--- config.mk ---
export PLATFORM = sky130hd
export DESIGN_NAME = bb_map_guard
export DESIGN_NICKNAME = d
export VERILOG_FILES = /design/src/rtl/bb_map_pkg.sv /design/src/rtl/bb_rst_sync.sv /design/src/rtl/bb_blk_decode.sv /design/src/rtl/bb_prot_bits.sv /design/src/rtl/bb_prot_gate.sv /design/src/rtl/bb_map_guard.sv
export SDC_FILE = /design/constraint.sdc
export NUM_CORES = 1
export LEC_CHECK = 0
export ABC_AREA = 1
export BUFFER_PORTS_ARGS = -buffer_cell sky130_fd_sc_hd__buf_2
export CAP_MARGIN = 25
export CORE_MARGIN = 4
export CORE_UTILIZATION = 30
export CTS_BUF_LIST = sky130_fd_sc_hd__clkbuf_16
export DETAILED_ROUTE_END_ITERATION = 6
export GPL_TIMING_DRIVEN = 1
export PLACE_DENSITY = 0.54
export SYNTH_ARGS = -nofsm -noshare
export SYNTH_HDL_FRONTEND = slang
export SYNTH_SLANG_ARGS = --single-unit
--- constraint.sdc ---
create_clock -name clk -period 4.8 [get_ports clk]
set_input_delay 0.72 -clock clk [delete_from_list [all_inputs] [get_ports clk]]
set_output_delay 0.72 -clock clk [all_outputs]
set_load 0.01 [all_outputs]
--- src/rtl/bb_map_pkg.sv ---
package bb_map_pkg;
  localparam int BB_ADDR_W   = 21;
  localparam int BB_MAIN_SH  = 15;
  localparam int BB_PARAM_SH = 12;
  localparam int BB_OUTER    = 2;

  localparam int BB_PSEL_W     = BB_MAIN_SH - BB_PARAM_SH;
  localparam int BB_MSEL_W     = BB_ADDR_W - BB_MAIN_SH;
  localparam int BB_PARAM_BLKS = 1 << BB_PSEL_W;
  localparam int BB_NUM_MAIN   = (1 << BB_MSEL_W) - 1;
  localparam int BB_NUM_BLK    = BB_NUM_MAIN + BB_PARAM_BLKS;
  localparam int BB_IDX_W      = $clog2(BB_NUM_BLK);

  typedef enum logic {
    BOOT_LOW  = 1'b0,
    BOOT_HIGH = 1'b1
  } boot_side_e;
endpackage

--- src/rtl/bb_rst_sync.sv ---
module bb_rst_sync (
  input  logic clk,
  input  logic rst_n,
  output logic rst_q_n
);
  logic meta_q;

  always_ff @(posedge clk or negedge rst_n) begin
    if (!rst_n) begin
      meta_q  <= 1'b0;
      rst_q_n <= 1'b0;
    end else begin
      meta_q  <= 1'b1;
      rst_q_n <= meta_q;
    end
  end
endmodule

--- src/rtl/bb_blk_decode.sv ---
module bb_blk_decode
  import bb_map_pkg::*;
#(
  parameter int ADDR_W   = BB_ADDR_W,
  parameter int MAIN_SH  = BB_MAIN_SH,
  parameter int PARAM_SH = BB_PARAM_SH,
  parameter int OUTER_N  = BB_OUTER,
  localparam int PSEL_W  = MAIN_SH - PARAM_SH,
  localparam int MSEL_W  = ADDR_W - MAIN_SH,
  localparam int NPARAM  = 1 << PSEL_W,
  localparam int NMAIN   = (1 << MSEL_W) - 1,
  localparam int IDX_W   = $clog2(NMAIN + NPARAM)
) (
  input  logic [ADDR_W-1:PARAM_SH] addr_hi,
  input  logic                     top_boot,
  output logic [IDX_W-1:0]         blk_idx,
  output logic                     bank_id,
  output logic                     is_param,
  output logic                     is_outer
);
  boot_side_e          side;
  logic [MSEL_W-1:0]   msel;
  logic [PSEL_W-1:0]   psel;
  logic [MSEL_W-1:0]   boot_field;
  logic                outer_lo;
  logic                outer_hi;

  always_comb begin
    side       = boot_side_e'(top_boot);
    msel       = addr_hi[ADDR_W-1:MAIN_SH];
    psel       = addr_hi[MAIN_SH-1:PARAM_SH];
    boot_field = (side == BOOT_HIGH) ? {MSEL_W{1'b1}} : {MSEL_W{1'b0}};
    is_param   = (msel == boot_field);

    outer_lo = (int'(psel) < OUTER_N);
    outer_hi = (int'(psel) >= NPARAM - OUTER_N);
    is_outer = is_param && ((side == BOOT_HIGH) ? outer_hi : outer_lo);

    if (side == BOOT_HIGH) begin
      blk_idx = is_param ? IDX_W'(NMAIN) + IDX_W'(psel) : IDX_W'(msel);
      bank_id = ~addr_hi[ADDR_W-1];
    end else begin
      blk_idx = is_param ? IDX_W'(psel) : IDX_W'(msel) + IDX_W'(NPARAM - 1);
      bank_id = addr_hi[ADDR_W-1];
    end
  end
endmodule

--- src/rtl/bb_prot_bits.sv ---
module bb_prot_bits #(
  parameter int NUM_BLK = 71,
  localparam int IDX_W  = $clog2(NUM_BLK)
) (
  input  logic             clk,
  input  logic             rst_q_n,
  input  logic             set_en,
  input  logic [IDX_W-1:0] set_idx,
  input  logic             clr_all,
  input  logic [IDX_W-1:0] rd_idx,
  output logic             rd_bit
);
  logic [NUM_BLK-1:0] bits_q;
  logic [NUM_BLK-1:0] bits_d;
  logic               upd_en;

  generate
    for (genvar b = 0; b < NUM_BLK; b++) begin : g_bit
      always_comb begin
        if (clr_all)
          bits_d[b] = 1'b0;
        else if (set_en && (set_idx == IDX_W'(b)))
          bits_d[b] = 1'b1;
        else
          bits_d[b] = bits_q[b];
      end
    end
  endgenerate

  assign upd_en = set_en | clr_all;

  always_ff @(posedge clk or negedge rst_q_n) begin
    if (!rst_q_n)
      bits_q <= '0;
    else if (upd_en)
      bits_q <= bits_d;
  end

  always_comb begin
    rd_bit = 1'b0;
    for (int k = 0; k < NUM_BLK; k++)
      if (rd_idx == IDX_W'(k)) rd_bit = bits_q[k];
  end
endmodule

--- src/rtl/bb_prot_gate.sv ---
module bb_prot_gate (
  input  logic stored_bit,
  input  logic is_outer,
  input  logic wr_protect,
  input  logic temp_unprot,
  input  logic op_req,
  output logic op_allowed,
  output logic op_go
);
  logic hw_lock;
  logic soft_lock;

  always_comb begin
    hw_lock    = wr_protect & is_outer;
    soft_lock  = stored_bit & ~temp_unprot;
    op_allowed = ~(hw_lock | soft_lock);
    op_go      = op_req & op_allowed;
  end
endmodule

--- src/rtl/bb_map_guard.sv ---
module bb_map_guard
  import bb_map_pkg::*;
#(
  parameter int ADDR_W   = BB_ADDR_W,
  parameter int MAIN_SH  = BB_MAIN_SH,
  parameter int PARAM_SH = BB_PARAM_SH,
  parameter int OUTER_N  = BB_OUTER,
  localparam int NUM_BLK = ((1 << (ADDR_W - MAIN_SH)) - 1) + (1 << (MAIN_SH - PARAM_SH)),
  localparam int IDX_W   = $clog2(NUM_BLK)
) (
  input  logic              clk,
  input  logic              rst_n,
  input  logic [ADDR_W-1:0] addr,
  input  logic              top_boot,
  input  logic              wr_protect,
  input  logic              temp_unprot,
  input  logic              prot_set,
  input  logic              prot_clr_all,
  input  logic              op_req,
  output logic [IDX_W-1:0]  blk_idx,
  output logic              bank_id,
  output logic              is_param,
  output logic              op_allowed,
  output logic              op_go,
  output logic [7:0]        prot_status
);
  logic rst_q_n;
  logic is_outer;
  logic stored_bit;

  bb_rst_sync u_rst (
    .clk     (clk),
    .rst_n   (rst_n),
    .rst_q_n (rst_q_n)
  );

  bb_blk_decode #(
    .ADDR_W   (ADDR_W),
    .MAIN_SH  (MAIN_SH),
    .PARAM_SH (PARAM_SH),
    .OUTER_N  (OUTER_N)
  ) u_dec (
    .addr_hi  (addr[ADDR_W-1:PARAM_SH]),
    .top_boot (top_boot),
    .blk_idx  (blk_idx),
    .bank_id  (bank_id),
    .is_param (is_param),
    .is_outer (is_outer)
  );

  bb_prot_bits #(
    .NUM_BLK (NUM_BLK)
  ) u_bits (
    .clk     (clk),
    .rst_q_n (rst_q_n),
    .set_en  (prot_set),
    .set_idx (blk_idx),
    .clr_all (prot_clr_all),
    .rd_idx  (blk_idx),
    .rd_bit  (stored_bit)
  );

  bb_prot_gate u_gate (
    .stored_bit  (stored_bit),
    .is_outer    (is_outer),
    .wr_protect  (wr_protect),
    .temp_unprot (temp_unprot),
    .op_req      (op_req),
    .op_allowed  (op_allowed),
    .op_go       (op_go)
  );

  assign prot_status = {7'b0, stored_bit};
endmodule

==> summary.md <==
| Metric | Value |
|---|---|
| WP data arrival | `5.22 ns` |
| Violated checks | `setup timing` |
| Remaining antenna violation count | `0` |
| Most common cell after layout, fill and taps aside | `nand2_1` |
| Wire per inst | `12.93 microns` |
| HP Class | `reg2async` |
| Largest stage delay, worst path | `0.24 ns` |
| P_leak | `around 2.8 nW` |
| Clock network power share | `45.2%` |
| Sw frac | `between 20% and 30%` |
| Clk root buf | `clkbuf_16` |
| CP Launch Type | `input pin` |
| RSZ-0062 raised after global routing | `yes` |
| Clk sinks | `73` |
| Final-report setup violation count | `3` |
| Number of synthesized register bits | `73` |
| YS warnings | `0` |
| Top-Level Pins | `between 40 and 50` |
| Die area | `16910 sq um` |
| Sequential fraction of the synthesis area | `40.90%` |
| Initial antenna violation count | `0` |
| Library cells used by synthesis | `31` |
| Clock skew | `slightly below 0.009 ns` |
| Fin crit period | `5.939 ns` |
| Syn Std Cell Area | `4467 sq um` |
| Reg-to-reg critical path endpoint | `u_bits.bits_q[64]` |
| Avg Cell Area, Syn | `6.717 sq um` |
| TritonCTS clock tree | `done` |
| Starting Density | `30.73%` |
| Reg2reg start | `u_rst.rst_q_n` |
| Final WL | `12630 microns` |
| Die Height | `130.0 microns` |
| Commonest non-fill, non-tap cells in the layout | `nand2_1, inv_1, buf_4` |
| Status | `finished with violations` |
| Core area | `14530 sq um` |
| Via density per instance | `~4.4` |
| PwrDens | `276.5 nW/um^2` |
| Final WS setup | `-1.139 ns` |
| Slew Limit Fails | `0` |
| Residual DRC | `0` |
| Final hold violations | `0` |
| Worst Tran Pin Value | `about 0.69 ns` |
| Layout cells sized above 1 | `29.38%` |
| Nets | `820` |
| Vias in the first global route | `4250` |
| First-pass GRT wire length | `approximately 21000 microns` |
| Maximum operating frequency | `around 0.17 GHz` |
| Peak supply drop | `0.0002178 V` |
| Crit-path most repeated cell | `nand2_1` |
| Clock Latency Late Sink | `0.34 ns` |
| CP endpoint kind | `output pin` |
| Switch Pwr | `0.0004542 W` |
| CP max-delay cell | `nor2_8` |
| Reg power frac | `36.4%` |
| Clock Path Buffers | `2` |
| TritonCTS Buffers | `9` |
| Max H-tree Level | `3` |
| Register-to-Register Setup Slack | `4.15 ns` |
| WS Path Type | `in2out` |
| Required time of the worst setup path | `4.08 ns` |
| 1st-pass router iterations | `4` |
| GRT overflow | `0` |
| Detailed-route via count | `4337` |
| Hold_buf cts | `0` |
| Max_slew headroom | `53.71%` |
| Final instance area | `around 6200 sq um` |
| # diodes | `0` |
| Row cnt | `44` |
| Dpl hpwl | `8890 microns` |
| Placer Congestion | `0.8316` |
| Max-cap violations | `0` |
| Crit Path Max Fanout | `8` |
| Largest net degree at the start of global routing | `72` |
| IO Port Bufs | `28` |
| Width of the die | `approximately 130 microns` |
| FF-to-FF path depth | `1` |
| Clock transition at path regs | `0.06 ns` |
| Cell Area, Placed | `around 5400 sq um` |
| P&R area growth vs syn | `39.16%` |
| Tcrit/Tclk final | `123.7%` |
| Cell Int Power | `0.001265 W` |
| Crit. Startpoint | `top_boot` |
| Total Power | `0.001719 W` |
| Cells after synthesis | `665` |
| Setup TNS | `-3.320 ns` |
| Tot GR Track Use | `between 15 and 20%` |
| Combinational power share | `18.5%` |
| Initial DRC Count | `roughly 230` |
[critical path, delay by kind of cell]
family | cells | cell delay (ns)
simple gates | 51 | 3.90
buf+inv | 6 | 0.56
[repair_timing]
item,4_1_cts,5_1_grt
pin swaps,18,3
endpoints found under the setup margin,3,3
endpoints found under the hold margin,0,0
setup buffers,16,4
resized for setup,41,29
[layout make-up]
cell class,instances,area [sq um]
sequential,73,1831
timing repair buffer,138,1067
clock buffer,9,225.2
fill,1530,8318
multi-input combinational,442,2263
clock inverter,7,118.9
tap,184,230.2
inverter,124,480.5
[Yosys cell counts]
cell	n	area, sq um
a21oi_1	79	395.4
a21oi_4	1	16.27
a31oi_1	1	6.260
buf_1	8	30.03
buf_2	1	5.000
buf_4	8	60.06
buf_6	2	22.52
clkbuf_1	13	48.80
clkinv_1	3	11.26
conb_1	2	7.510
dfrtp_1	73	1827
ha_1	3	37.54
inv_1	112	420.4
inv_2	9	33.78
nand2_1	177	664.4
nand2_2	11	68.82
nand2_4	3	33.78
nand3_1	30	150.1
nand3_2	1	10.01
nand3_4	1	17.52
nand3b_4	1	20.02
nand4_1	13	81.33
nand4_2	1	12.51
nor2_1	91	341.6
nor2_2	3	18.77
nor2_8	2	40.04
nor3_1	6	30.03
nor4_1	1	6.260
o21ai_0	7	35.03
or2_2	1	6.260
xor2_1	1	8.760
[through the flow]
stage                     hold slack [ns]  setup slack, ns  std cells  util, %
after CTS                          0.1433           -1.155        972    41.59
after global placement             0.3325           -1.200        940    37.27
after floorplan                    0.3312          -0.4266        671        -
final                              0.1097           -1.139        977    42.77
after global routing               0.1160           -1.752        977    42.77
after detailed placement           0.3373           -1.273        940    37.27
[registers in the layout (all words and copies together) (netlist names)]
register	cells
u_rst.meta_q	1
u_bits.bits_q	71
u_rst.rst_q_n	1
[logic make-up after synthesis]
family / after synthesis / synth area share (%)
compound gates: 88 / 10.14
buf+inv: 156 / 14.15
other cells: 2 / 0.1681
fa+ha+maj: 3 / 0.8404
simple gates: 342 / 33.61
flops: 73 / 40.90
xor+xnor: 1 / 0.1961
[power by group through the flow]
stage          Sequential (W)  Combinational [W]  Clock, W
3_3_place_gp         0.000648           0.000257         0
6_report             0.000625           0.000317  0.000776
5_1_grt              0.000626           0.000351  0.000824
4_1_cts              0.000637           0.000290  0.000793
3_5_place_dp         0.000648           0.000256         0
2_1_floorplan        0.000643           0.000152         0
[layer usage]
metal	track usage, %	vias up	wire length, microns
met1	21.76	2027	5886
met3	2.661	9	295
met2	26.31	39	6302
li1	-	2262	-
met4	3.667	0	146
met5	0	-	0
[how the worst max path moves through the flow]
stage | depth (start not counted) | slack, ns | endpoint
final | 57 | -1.14 | prot_status[0]
after global routing | 58 | -1.75 | op_go
after CTS | 57 | -1.16 | prot_status[0]
after detailed placement | 60 | -1.27 | op_go
after global placement | 60 | -1.20 | op_go
after floorplan | 56 | -0.43 | op_go
(Power assumes the default switching activity.)
